==> config.mk <==
export PLATFORM = sky130hd
export DESIGN_NAME = pwm_cmp_event_unit
export DESIGN_NICKNAME = d
export VERILOG_FILES = /design/src/rtl/pwm_cmp_pkg.sv /design/src/rtl/pwm_cmp_slot.sv /design/src/rtl/pwm_cmp_router.sv /design/src/rtl/pwm_cmp_flags.sv /design/src/rtl/pwm_cmp_event_unit.sv
export SDC_FILE = /design/constraint.sdc
export NUM_CORES = 1
export LEC_CHECK = 0
export ABC_AREA = 1
export BUFFER_PORTS_ARGS = -buffer_cell sky130_fd_sc_hd__buf_2
export CORE_MARGIN = 2
export CORE_UTILIZATION = 50
export CTS_CLUSTER_DIAMETER = 150
export DETAILED_ROUTE_END_ITERATION = 6
export PLACE_DENSITY = 0.68
export SLEW_MARGIN = 30
export SYNTH_ARGS = -nofsm -noshare
export SYNTH_HDL_FRONTEND = slang
export SYNTH_SLANG_ARGS = --single-unit
==> constraint.sdc <==
create_clock -name clk_i -period 2.84 [get_ports clk_i]
set_input_delay 0.426 -clock clk_i [delete_from_list [all_inputs] [get_ports clk_i]]
set_output_delay 0.426 -clock clk_i [all_outputs]
set_load 0.02 [all_outputs]
==> src/rtl/pwm_cmp_pkg.sv <==
package pwm_cmp_pkg;
  typedef enum logic [1:0] {
    DIR_NONE = 2'b00,
    DIR_UP   = 2'b01,
    DIR_DOWN = 2'b10,
    DIR_BOTH = 2'b11
  } match_dir_e;
endpackage

==> src/rtl/pwm_cmp_slot.sv <==
module pwm_cmp_slot #(
  parameter int unsigned CNT_W = 16,
  parameter int unsigned SEL_W = 3,
  parameter int unsigned IDX   = 0
) (
  input  logic             clk_i,
  input  logic             rst_ni,
  input  logic             wr_en_i,
  input  logic [SEL_W-1:0] wr_sel_i,
  input  logic [CNT_W-1:0] wr_val_i,
  input  logic [1:0]       wr_dir_i,
  input  logic             load_i,
  input  logic [CNT_W-1:0] cnt_i,
  input  logic             cnt_tick_i,
  input  logic             cnt_down_i,
  input  logic             center_mode_i,
  input  logic             en_i,
  output logic             hit_o
);
  import pwm_cmp_pkg::*;

  localparam logic [SEL_W-1:0] MY_SEL = SEL_W'(IDX);

  logic [CNT_W-1:0] sh_val_q, ac_val_q;
  match_dir_e       sh_dir_q, ac_dir_q;
  logic             dir_ok;

  always_ff @(posedge clk_i or negedge rst_ni) begin
    if (!rst_ni) begin
      sh_val_q <= '0;
      sh_dir_q <= DIR_NONE;
    end else if (wr_en_i && wr_sel_i == MY_SEL) begin
      sh_val_q <= wr_val_i;
      sh_dir_q <= match_dir_e'(wr_dir_i);
    end
  end

  // active copy takes the pre-write shadow at a boundary
  always_ff @(posedge clk_i or negedge rst_ni) begin
    if (!rst_ni) begin
      ac_val_q <= '0;
      ac_dir_q <= DIR_NONE;
    end else if (load_i) begin
      ac_val_q <= sh_val_q;
      ac_dir_q <= sh_dir_q;
    end
  end

  always_comb begin
    if (!center_mode_i) dir_ok = 1'b1;
    else if (cnt_down_i) dir_ok = ac_dir_q[1];
    else                 dir_ok = ac_dir_q[0];
  end

  assign hit_o = cnt_tick_i && en_i && dir_ok && (cnt_i == ac_val_q);
endmodule

==> src/rtl/pwm_cmp_router.sv <==
module pwm_cmp_router #(
  parameter int unsigned NUM_UNITS = 8,
  parameter int unsigned NUM_LINES = 2
) (
  input  logic                           clk_i,
  input  logic                           rst_ni,
  input  logic [NUM_UNITS-1:0]           hit_i,
  input  logic [NUM_LINES*NUM_UNITS-1:0] line_mask_i,
  input  logic [NUM_UNITS-1:0]           dma_mask_i,
  output logic [NUM_LINES-1:0]           event_o,
  output logic                           dma_req_o
);
  logic [NUM_LINES-1:0] event_d;

  for (genvar l = 0; l < NUM_LINES; l++) begin : g_line
    assign event_d[l] = |(hit_i & line_mask_i[l*NUM_UNITS +: NUM_UNITS]);
  end

  always_ff @(posedge clk_i or negedge rst_ni) begin
    if (!rst_ni) begin
      event_o   <= '0;
      dma_req_o <= 1'b0;
    end else begin
      event_o   <= event_d;
      dma_req_o <= |(hit_i & dma_mask_i);
    end
  end
endmodule

==> src/rtl/pwm_cmp_flags.sv <==
module pwm_cmp_flags #(
  parameter int unsigned NUM_UNITS = 8
) (
  input  logic                 clk_i,
  input  logic                 rst_ni,
  input  logic [NUM_UNITS-1:0] hit_i,
  input  logic [NUM_UNITS-1:0] clr_i,
  output logic [NUM_UNITS-1:0] flag_o
);
  // set dominates clear
  always_ff @(posedge clk_i or negedge rst_ni) begin
    if (!rst_ni) flag_o <= '0;
    else         flag_o <= (flag_o & ~clr_i) | hit_i;
  end
endmodule

==> src/rtl/pwm_cmp_event_unit.sv <==
module pwm_cmp_event_unit #(
  parameter int unsigned NUM_UNITS = 8,
  parameter int unsigned NUM_LINES = 2,
  parameter int unsigned CNT_W     = 16,
  localparam int unsigned SEL_W    = (NUM_UNITS > 1) ? $clog2(NUM_UNITS) : 1
) (
  input  logic                           clk_i,
  input  logic                           rst_ni,
  input  logic [CNT_W-1:0]               cnt_i,
  input  logic                           cnt_tick_i,
  input  logic                           cnt_down_i,
  input  logic                           center_mode_i,
  input  logic                           period_start_i,
  input  logic                           wr_en_i,
  input  logic [SEL_W-1:0]               wr_sel_i,
  input  logic [CNT_W-1:0]               wr_val_i,
  input  logic [1:0]                     wr_dir_i,
  input  logic [NUM_UNITS-1:0]           unit_en_i,
  input  logic [NUM_LINES*NUM_UNITS-1:0] line_mask_i,
  input  logic [NUM_UNITS-1:0]           dma_mask_i,
  input  logic [NUM_UNITS-1:0]           irq_clr_i,
  output logic [NUM_UNITS-1:0]           flag_o,
  output logic [NUM_LINES-1:0]           event_o,
  output logic                           dma_req_o
);
  logic [NUM_UNITS-1:0] hit_w;

  for (genvar u = 0; u < NUM_UNITS; u++) begin : g_slot
    pwm_cmp_slot #(
      .CNT_W (CNT_W),
      .SEL_W (SEL_W),
      .IDX   (u)
    ) slot_i (
      .clk_i         (clk_i),
      .rst_ni        (rst_ni),
      .wr_en_i       (wr_en_i),
      .wr_sel_i      (wr_sel_i),
      .wr_val_i      (wr_val_i),
      .wr_dir_i      (wr_dir_i),
      .load_i        (period_start_i),
      .cnt_i         (cnt_i),
      .cnt_tick_i    (cnt_tick_i),
      .cnt_down_i    (cnt_down_i),
      .center_mode_i (center_mode_i),
      .en_i          (unit_en_i[u]),
      .hit_o         (hit_w[u])
    );
  end

  pwm_cmp_router #(
    .NUM_UNITS (NUM_UNITS),
    .NUM_LINES (NUM_LINES)
  ) router_i (
    .clk_i       (clk_i),
    .rst_ni      (rst_ni),
    .hit_i       (hit_w),
    .line_mask_i (line_mask_i),
    .dma_mask_i  (dma_mask_i),
    .event_o     (event_o),
    .dma_req_o   (dma_req_o)
  );

  pwm_cmp_flags #(
    .NUM_UNITS (NUM_UNITS)
  ) flags_i (
    .clk_i  (clk_i),
    .rst_ni (rst_ni),
    .hit_i  (hit_w),
    .clr_i  (irq_clr_i),
    .flag_o (flag_o)
  );
endmodule

; After elaboration in Yosys (flattened, before gate mapping)
; Cells that the tools add are included.
[word_totals]
latchBits = 0
ramBits = 0
out_inout_bits = 11
register_bits = 299
memories = 0
romBits = 0
[classes]
n_lt_le_gt_ge = 0
n_shift = 0
mul = 0
reduce_logical = 36
add_sub_neg = 0
mux = 16
div_mod_pow = 0
n_eq_ne = 15
bitwise_logic = 6
[ops]
columns = operator, count
row1 = $eq A16 B16 Y1, 8
row2 = $and A8 B8 Y8, 4
row3 = $logic_and A1 B1 Y1, 32
row4 = $reduce_or A8 Y1, 3
row5 = $mux W1, 16
row6 = $eq A3 B3 Y1 const B, 4
row7 = $not A8 Y8, 1
row8 = $or A8 B8 Y8, 1
row9 = $eq A3 B2 Y1 const B, 2
row10 = $eq A3 B1 Y1 const B, 1
row11 = $logic_not A3 Y1, 1

; Logic depth before layout (Yosys ltp)
; Gate-level depths: netlist of the first run.
[logic_depth]
depth_word = 6
mapped_depth = 11
mapped_depth_nobuf = 10

; Modules after synthesis
; A second synthesis of the first run with hierarchy kept.
[unflattened]
hier_cells = 1563
area_unflattened_um2 = 14216.1
[by_module_without_submodules]
columns = module, area_each_um2, seq_area_each_um2, cells_per_inst, n_inst
row1 = pwm_cmp_slot (g_slot[3].slot_i ...), 1705.4, 900.9, 179, 3
row2 = pwm_cmp_slot (g_slot[1].slot_i ...), 1704.1, 900.9, 179, 3
row3 = pwm_cmp_slot (g_slot[7].slot_i), 1715.4, 900.9, 183, 1
row4 = pwm_cmp_slot (g_slot[0].slot_i), 1707.9, 900.9, 218, 1
row5 = pwm_cmp_flags, 320.3, 200.2, 40, 1
row6 = pwm_cmp_router, 244.0, 75.1, 48, 1

; Least setup slack after synthesis of the first run
; OpenSTA, ideal clock, no wires.
[synth_path]
kind = input port to flip-flop
start = input port period_start_i
end = register g_slot[0].slot_i.ac_dir_q[0]
stages = 4
t_arrival_ns = 1.281
path_slack_ns = 1.434
cell_sequence = buf_2 > buf_2 > buf_2 > mux2_2
[synth_lines]
columns = element, line_no
row1 = from (decl), pwm_cmp_event_unit.sv:13  ; input logic period_start_i,
row2 = to (signal assigned), pwm_cmp_slot.sv:45  ; ac_dir_q <= sh_dir_q;
row3 = to (decl), pwm_cmp_slot.sv:25  ; match_dir_e sh_dir_q, ac_dir_q;
; No word-level cell between the ends.

; Worst setup path after layout of the first run
[layout_path]
start = register g_slot[0].slot_i.ac_val_q[11]
end = register router_i.event_o[0]
[layout_via]
elab_chain_len = 4
[layout_rtl]
columns = element, line_no
row1 = from (decl), pwm_cmp_slot.sv:24  ; logic [CNT_W-1:0] sh_val_q, ac_val_q;
row2 = from (signal assigned), pwm_cmp_slot.sv:44  ; ac_val_q <= sh_val_q;
row3 = $eq A16 B16 Y1, pwm_cmp_slot.sv:55  ; assign hit_o = cnt_tick_i && en_i && dir_ok && (cnt_i == ac_val_q);
row4 = $logic_and A1 B1 Y1, pwm_cmp_slot.sv:55
row5 = $and A8 B8 Y8, pwm_cmp_router.sv:16  ; assign event_d[l] = |(hit_i & line_mask_i[l*NUM_UNITS +: NUM_UNITS]);
row6 = $reduce_or A8 Y1, pwm_cmp_router.sv:16
row7 = net router_i.event_d[0], pwm_cmp_router.sv:13  ; logic [NUM_LINES-1:0] event_d;
row8 = to (signal assigned), pwm_cmp_router.sv:24  ; event_o <= event_d;
row9 = to (decl), pwm_cmp_router.sv:10  ; output logic [NUM_LINES-1:0] event_o,
; The timed path passes the listed nets, and every way through them passes these cells.
; A chain may end at the register's enable or synchronous reset.

==> flow_summary.json, run 1 <==
{
  "status": "completed",
  "row_count": 59,
  "r2r_start": "g_slot[0].slot_i.ac_val_q[11]",
  "wl_mm": 41.35,
  "min_from": "irq_clr_i[5]",
  "finalSetupViolations": 0,
  "syn_area_um2": 13260,
  "drt-vias-per-instance": 5.422,
  "power.total_mw": 11.86,
  "multi_input_area_um2": 4856,
  "synth_cell_types": 25,
  "crit_arrival_ps": 2170,
  "place_area_um2": 14050,
  "path_class": "reg2reg",
  "power_density_nw_per_um2": 780.7,
  "layout_worst_path_cycle_share_pct": 60.52,
  "rsz0062_at_grt": "no",
  "fill_cells": 2412,
  "crit_top_cell": "nand2_1",
  "cts.repair.resized": 0,
  "drtPass1Iterations": 5,
  "drive_above_1_share_pct": 14.90,
  "clkTransAtPathRegs_ps": 60,
  "tightest_slew_ps": 842.7,
  "dieArea_um2": 27840,
  "fin_area_um2": 15200,
  "diodes": 0,
  "clkLatencyLatePin_ps": 520,
  "critical_path_peak_fanout": 4,
  "grt_pass1_vias": 10610,
  "drt_iter0_drc": 1035,
  "die_x_um": 166.9,
  "holdCritPathClass": "in2reg",
  "ys_warn_count": 0,
  "cts-root-buf": "clkbuf_16",
  "slowest_delay_ps": 360,
  "period_minus_slack_ps": 1719,
  "ir_drop_uv": 539.4,
  "grt_overflow_total": 0,
  "postRouteAntennaNets": 0,
  "seq_area_um2": 7482,
  "hold_viol": 0,
  "crit_family": "simple AND/OR/NAND/NOR gates",
  "vias": 10770,
  "grt_pass1_wl_mm": 64.04,
  "place_ws_ps": 771.4,
  "cts-htree-levels": 2,
  "slowest_stage": "dfrtp_1",
  "synth_cells": 1541,
  "grt_util_all_layers_pct": 30.45,
  "clkSinkCount": 299,
  "nets": 1710,
  "grt_antenna_before_repair": 0,
  "end_kind": "flop",
  "synth-seq-area-share_pct": 56.42,
  "maxCapViolCount": 0,
  "clk_path_buf_depth": 3,
  "io_pins": 95,
  "wl_per_cell_um": 20.82,
  "final.setup.tns_ps": 0,
  "slew-limit-headroom_pct": 43.39,
  "gp_congestion": 1.026,
  "cp_cell_sequence": "inv_1 -> nand2_1 -> o21ai_0 -> nor2_1 -> nand2_1 -> nor2_1 -> nand4_1 -> nand2_1 -> nor2_1 -> nand2_1",
  "cts_buffers": 34,
  "cellLeakagePower_nw": 7.587,
  "slew_violations": 0,
  "drc": 0,
  "fmax_mhz": 581.8,
  "coreArea_um2": 26060,
  "clock_skew_ps": 14.33,
  "fin_ws_ps": 1121,
  "ys_ff_latch": 299,
  "worstPathRequired_ps": 3290,
  "synth.net_count": 1625,
  "syn-mean-instance-area_um2": 8.606,
  "port_buffers": 94,
  "die_h_um": 166.9,
  "start_kind": "flop",
  "dp.final_hpwl_mm": 29.90,
  "initial_core_util_pct": 50.89,
  "syn_to_final_growth_pct": 14.60,
  "grt_max_degree": 80,
  "critPathBufInv": 1,
  "setup.worst_path.start": "g_slot[0].slot_i.ac_val_q[11]",
  "cts_tree": "yes"
}
per-layer routing:
metal / up-vias / global-route usage, % / part of all wire (%)
li1: 5069 / - / -
met1: 5202 / 44.93 / 45
met2: 429 / 46.39 / 45
met3: 69 / 4.919 / 7.4
met4: 0 / 9.670 / 3.2
met5: - / 0 / 0
Yosys cell counts:
cell	instances	area, µm²
clkbuf_1	32	120.1
clkbuf_8	1	13.76
nand2_2	2	12.51
dfrtp_1	299	7482
inv_4	1	6.260
nand3b_4	1	20.02
xor2_1	21	183.9
o21ai_0	272	1361
inv_2	12	45.04
xnor2_1	4	35.03
mux2_2	46	518.0
buf_6	4	45.04
nand3_1	32	160.2
a21oi_1	22	110.1
o21ai_1	3	15.01
nand2_1	493	1851
nor3_4	1	16.27
buf_4	7	52.55
buf_2	23	115.1
inv_1	140	525.5
nor3_2	1	10.01
nor2_1	83	311.6
nand4_1	24	150.1
nor3_1	4	20.02
nor2_2	13	81.33
timing repair:
action	in CTS	in global routing
hold endpoints to repair	74	0
buffers inserted	0	0
hold buffers	1	0
final timing paths:
kind | end | slack [ps] | depth (start not counted)
min | flags_i.flag_o[5] | 100 | 2
max reg2reg | router_i.event_o[0] | 1120 | 10
max in group asynchronous | g_slot[3].slot_i.ac_val_q[2] | 1510 | 3
min in group asynchronous | g_slot[2].slot_i.sh_dir_q[0] | 500 | 2
max | router_i.event_o[0] | 1120 | 10
min reg2reg | g_slot[2].slot_i.sh_val_q[12] | 470 | 2
registers in the layout (all words and copies together), names as in the netlist:
signal	cells
g_slot.slot_i.sh_dir_q	16
flags_i.flag_o	8
g_slot.slot_i.ac_val_q	128
router_i.event_o	2
router_i.dma_req_o	1
g_slot.slot_i.ac_dir_q	16
g_slot.slot_i.sh_val_q	128
cell type report:
| cell class | instances | area share, % |
|---|---|---|
| Clock inverter | 10 | 0.7080 |
| Tap cell | 335 | 2.758 |
| Multi-Input combinational cell | 1022 | 31.95 |
| Timing Repair Buffer | 116 | 4.800 |
| Inverter | 153 | 3.795 |
| Clock buffer | 51 | 6.751 |
| Sequential cell | 299 | 49.23 |
placed cells by master, fill, tap and decap left out, types with 2 or more instances in the layout:
master	count
inv_1	140
nor2_1	83
o21ai_0	272
nand2_2	2
mux2_2	46
nor3_1	4
buf_12	6
clkbuf_16	35
clkinv_2	6
nor2_2	13
inv_2	12
bufinv_16	2
buf_4	15
clkbuf_1	7
nand3_1	32
clkbuf_8	9
xor2_1	21
nand4_1	24
xnor2_1	4
buf_2	92
o21ai_1	3
nand2_1	493
dfrtp_1	299
a21oi_1	22
stage by stage:
stage	std cells	hold slack, ps	utilization, %
3_3_place_gp	1924	460.4	53.93
4_1_cts	1986	81.30	58.32
2_1_floorplan	1541	130.4	-
3_5_place_dp	1924	463.7	53.93
6_report	1986	96.20	58.32
5_1_grt	1986	93.70	58.32
power breakdown:
group | total (mW) | internal, mW | switching, mW | leakage [nW]
Sequential | 5.53 | 5.05 | 0.473 | 3.76
Combinational | 1.90 | 0.676 | 1.22 | 3.26
Clock | 4.44 | 2.68 | 1.76 | 0.565
Total | 11.9 | 8.41 | 3.45 | 7.59
cell families after synthesis:
family                    Yosys count  share of synthesized area [%]
muxes                              46                          3.906
xor gates and xnor gates           25                          1.651
DFF                               299                          56.42
and+or+nand+nor                   654                          19.85
AOI/OAI and AO/OA                 297                          11.21
buffers and inverters             220                          6.963
Power figures use the tool's default switching activity.
==> inputs of run 2 (changes only) <==
==> constraint.sdc (replaced) <==
create_clock -name clk_i -period 1.7 [get_ports clk_i]
set_input_delay 0.255 -clock clk_i [delete_from_list [all_inputs] [get_ports clk_i]]
set_output_delay 0.255 -clock clk_i [all_outputs]
set_load 0.02 [all_outputs]
==> run 2 against run 1 <==
Net effect: non-clock buffer count is 48 higher; hold slack worse by 77 ps; sequential power grew 67%; sequential cell count unchanged; combinational power up 74%; sequential share of layout area fell by 1.6 points; power grew 67%; register-to-register slack worse by 1000 ps; final cell count rose by 2.5%; maximum frequency grew 9.0%.
==> flow_summary.json, run 2 (synthesis results as in run 1) <==
{
  "holdCritPathClass": "in2reg",
  "critical_path_peak_fanout": 4,
  "grt_overflow_total": 0,
  "die_h_um": 166.9,
  "clock_skew_ps": 13.24,
  "final_cell_mix": "nand2_1, dfrtp_1, o21ai_0",
  "top_regs": "g_slot.slot_i.ac_val_q x128, g_slot.slot_i.sh_val_q x128",
  "fmax_mhz": 634.2,
  "cts_buffers": 34,
  "clkTransAtPathRegs_ps": 60,
  "cts-root-buf": "clkbuf_16",
  "coreArea_um2": 26060,
  "holdPathStages": 3,
  "status": "completed",
  "slew-limit-headroom_pct": 52.87,
  "maxCapViolCount": 0,
  "die_x_um": 166.9,
  "path_class": "reg2reg",
  "layout_worst_path_cycle_share_pct": 92.76,
  "final.setup.tns_ps": 0,
  "wl_per_cell_um": 20.73,
  "slew_violations": 0,
  "fin_cells": 2036,
  "power_density_nw_per_um2": 1258,
  "rr_endpoint": "router_i.dma_req_o",
  "cts-htree-levels": 2,
  "syn_to_final_growth_pct": 18.41,
  "clkLatencyLatePin_ps": 520,
  "grt_util_all_layers_pct": 30.63,
  "nets": 1758,
  "end_kind": "flop",
  "grt_antenna_before_repair": 1,
  "drc": 0,
  "drt-vias-per-instance": 5.392,
  "dp.final_hpwl_mm": 30.85,
  "gp_congestion": 0.9598,
  "grt_pass1_vias": 10540,
  "rsz0062_at_grt": "no",
  "grt_max_degree": 57,
  "r2r_start": "g_slot[0].slot_i.ac_val_q[11]",
  "worstPathRequired_ps": 2150,
  "io_pins": 95,
  "r2r_slack_ps": 120,
  "fin_area_um2": 15700,
  "postRouteAntennaNets": 0,
  "row_count": 59,
  "final_common_cell": "nand2_1",
  "port_buffers": 94,
  "dieArea_um2": 27840,
  "clk_path_buf_depth": 3,
  "place_area_um2": 14410,
  "hold_slack_ps": 19.15,
  "cts_tree": "yes",
  "crit_arrival_ps": 2030,
  "reg2reg_depth": 10,
  "grt_pass1_wl_mm": 63.87,
  "drtPass1Iterations": 5,
  "tightest_slew_ps": 701.5,
  "clkSinkCount": 299,
  "drive_above_1_share_pct": 16.41,
  "fill_cells": 2373,
  "period_minus_slack_ps": 1577,
  "cellLeakagePower_nw": 7.851,
  "hold_viol": 0,
  "finalSetupViolations": 0,
  "drt_iter0_drc": 1132,
  "wl_mm": 42.21,
  "cts_setup_buffers": 0,
  "vias": 10980,
  "dp.cells": 1955,
  "min_from": "wr_dir_i[0]",
  "start_kind": "flop",
  "initial_core_util_pct": 50.89,
  "ir_drop_uv": 943.5,
  "min_to": "g_slot[7].slot_i.sh_dir_q[0]"
}
## run 2: cell count changes in the layout (fill, tap and decap cells not counted), moves of 3 or more
| cell | previous run | this run |
|---|---|---|
| dlygate4sd3_1 | 1 | 18 |
| buf_4 | 15 | 36 |
| clkbuf_8 | 9 | 6 |
| clkinv_2 | 6 | 9 |
| buf_12 | 6 | 16 |
## run 2: how the worst max path moves through the flow
| stage | startpoint | end | slack [ps] |
|---|---|---|---|
| after floorplan | period_start_i | g_slot[0].slot_i.ac_dir_q[0] | 470 |
| after global placement | cnt_i[13] | router_i.event_o[0] | -120 |
| after detailed placement | cnt_i[13] | router_i.dma_req_o | -80 |
| after CTS | g_slot[0].slot_i.ac_val_q[11] | router_i.dma_req_o | 70 |
| after global routing | g_slot[0].slot_i.ac_val_q[11] | router_i.event_o[1] | 3 |
| final | g_slot[0].slot_i.ac_val_q[11] | router_i.dma_req_o | 120 |
## run 2: layout make-up
type                    count  area [µm²]  share of cell area, %
diodes                      1       2.502                0.01594
clock inverters            15       146.4                 0.9323
well taps                 335       419.2                  2.669
clock buffers              47       959.7                  6.112
multi-input cells        1022        4858                  30.94
repair buffers            164        1257                  8.008
inverters                 153       576.8                  3.673
flip-flops and latches    299        7482                  47.65
## run 2: stage by stage
stage / power (mW) / utilization [%] / worst slack [ps]
3_3_place_gp: 12.46 / 55.30 / -120.1
6_report: 19.76 / 60.26 / 123.1
4_1_cts: 19.84 / 60.24 / 66.10
3_5_place_dp: 12.58 / 55.30 / -84.74
2_1_floorplan: 11.10 / - / 465.4
5_1_grt: 20.73 / 60.26 / 2.842
## run 2: layer usage
metal / wire length (µm) / track usage [%] / up-vias
met4: 924 / 7.496 / 0
met3: 2881 / 4.396 / 58
met2: 19720 / 48.95 / 371
met1: 18690 / 44.47 / 5368
li1: - / - / 5181
met5: 0 / 0 / -
## run 2: what timing repair did
action	in CTS	in global routing
hold buffers	18	0
hold endpoints to repair	98	0
setup endpoints to repair	0	3
gates resized for setup	0	1
## run 2: critical path, stage by stage, from the launching register on
cell and delay [ps]:
dfrtp_1 410, inv_1 80, nand2_1 60, o21ai_0 150, nor2_1 190, nand2_1 90, nor2_2 190, nand4_1 130
nand2_1 120, nor2_1 50, nand2_1 60
## run 2: where the power goes
part | leakage (nW) | total, mW | switching, mW | internal (mW)
logic | 3.54 | 3.31 | 2.06 | 1.25
registers | 3.76 | 9.21 | 0.773 | 8.44
clock network | 0.550 | 7.23 | 2.94 | 4.28
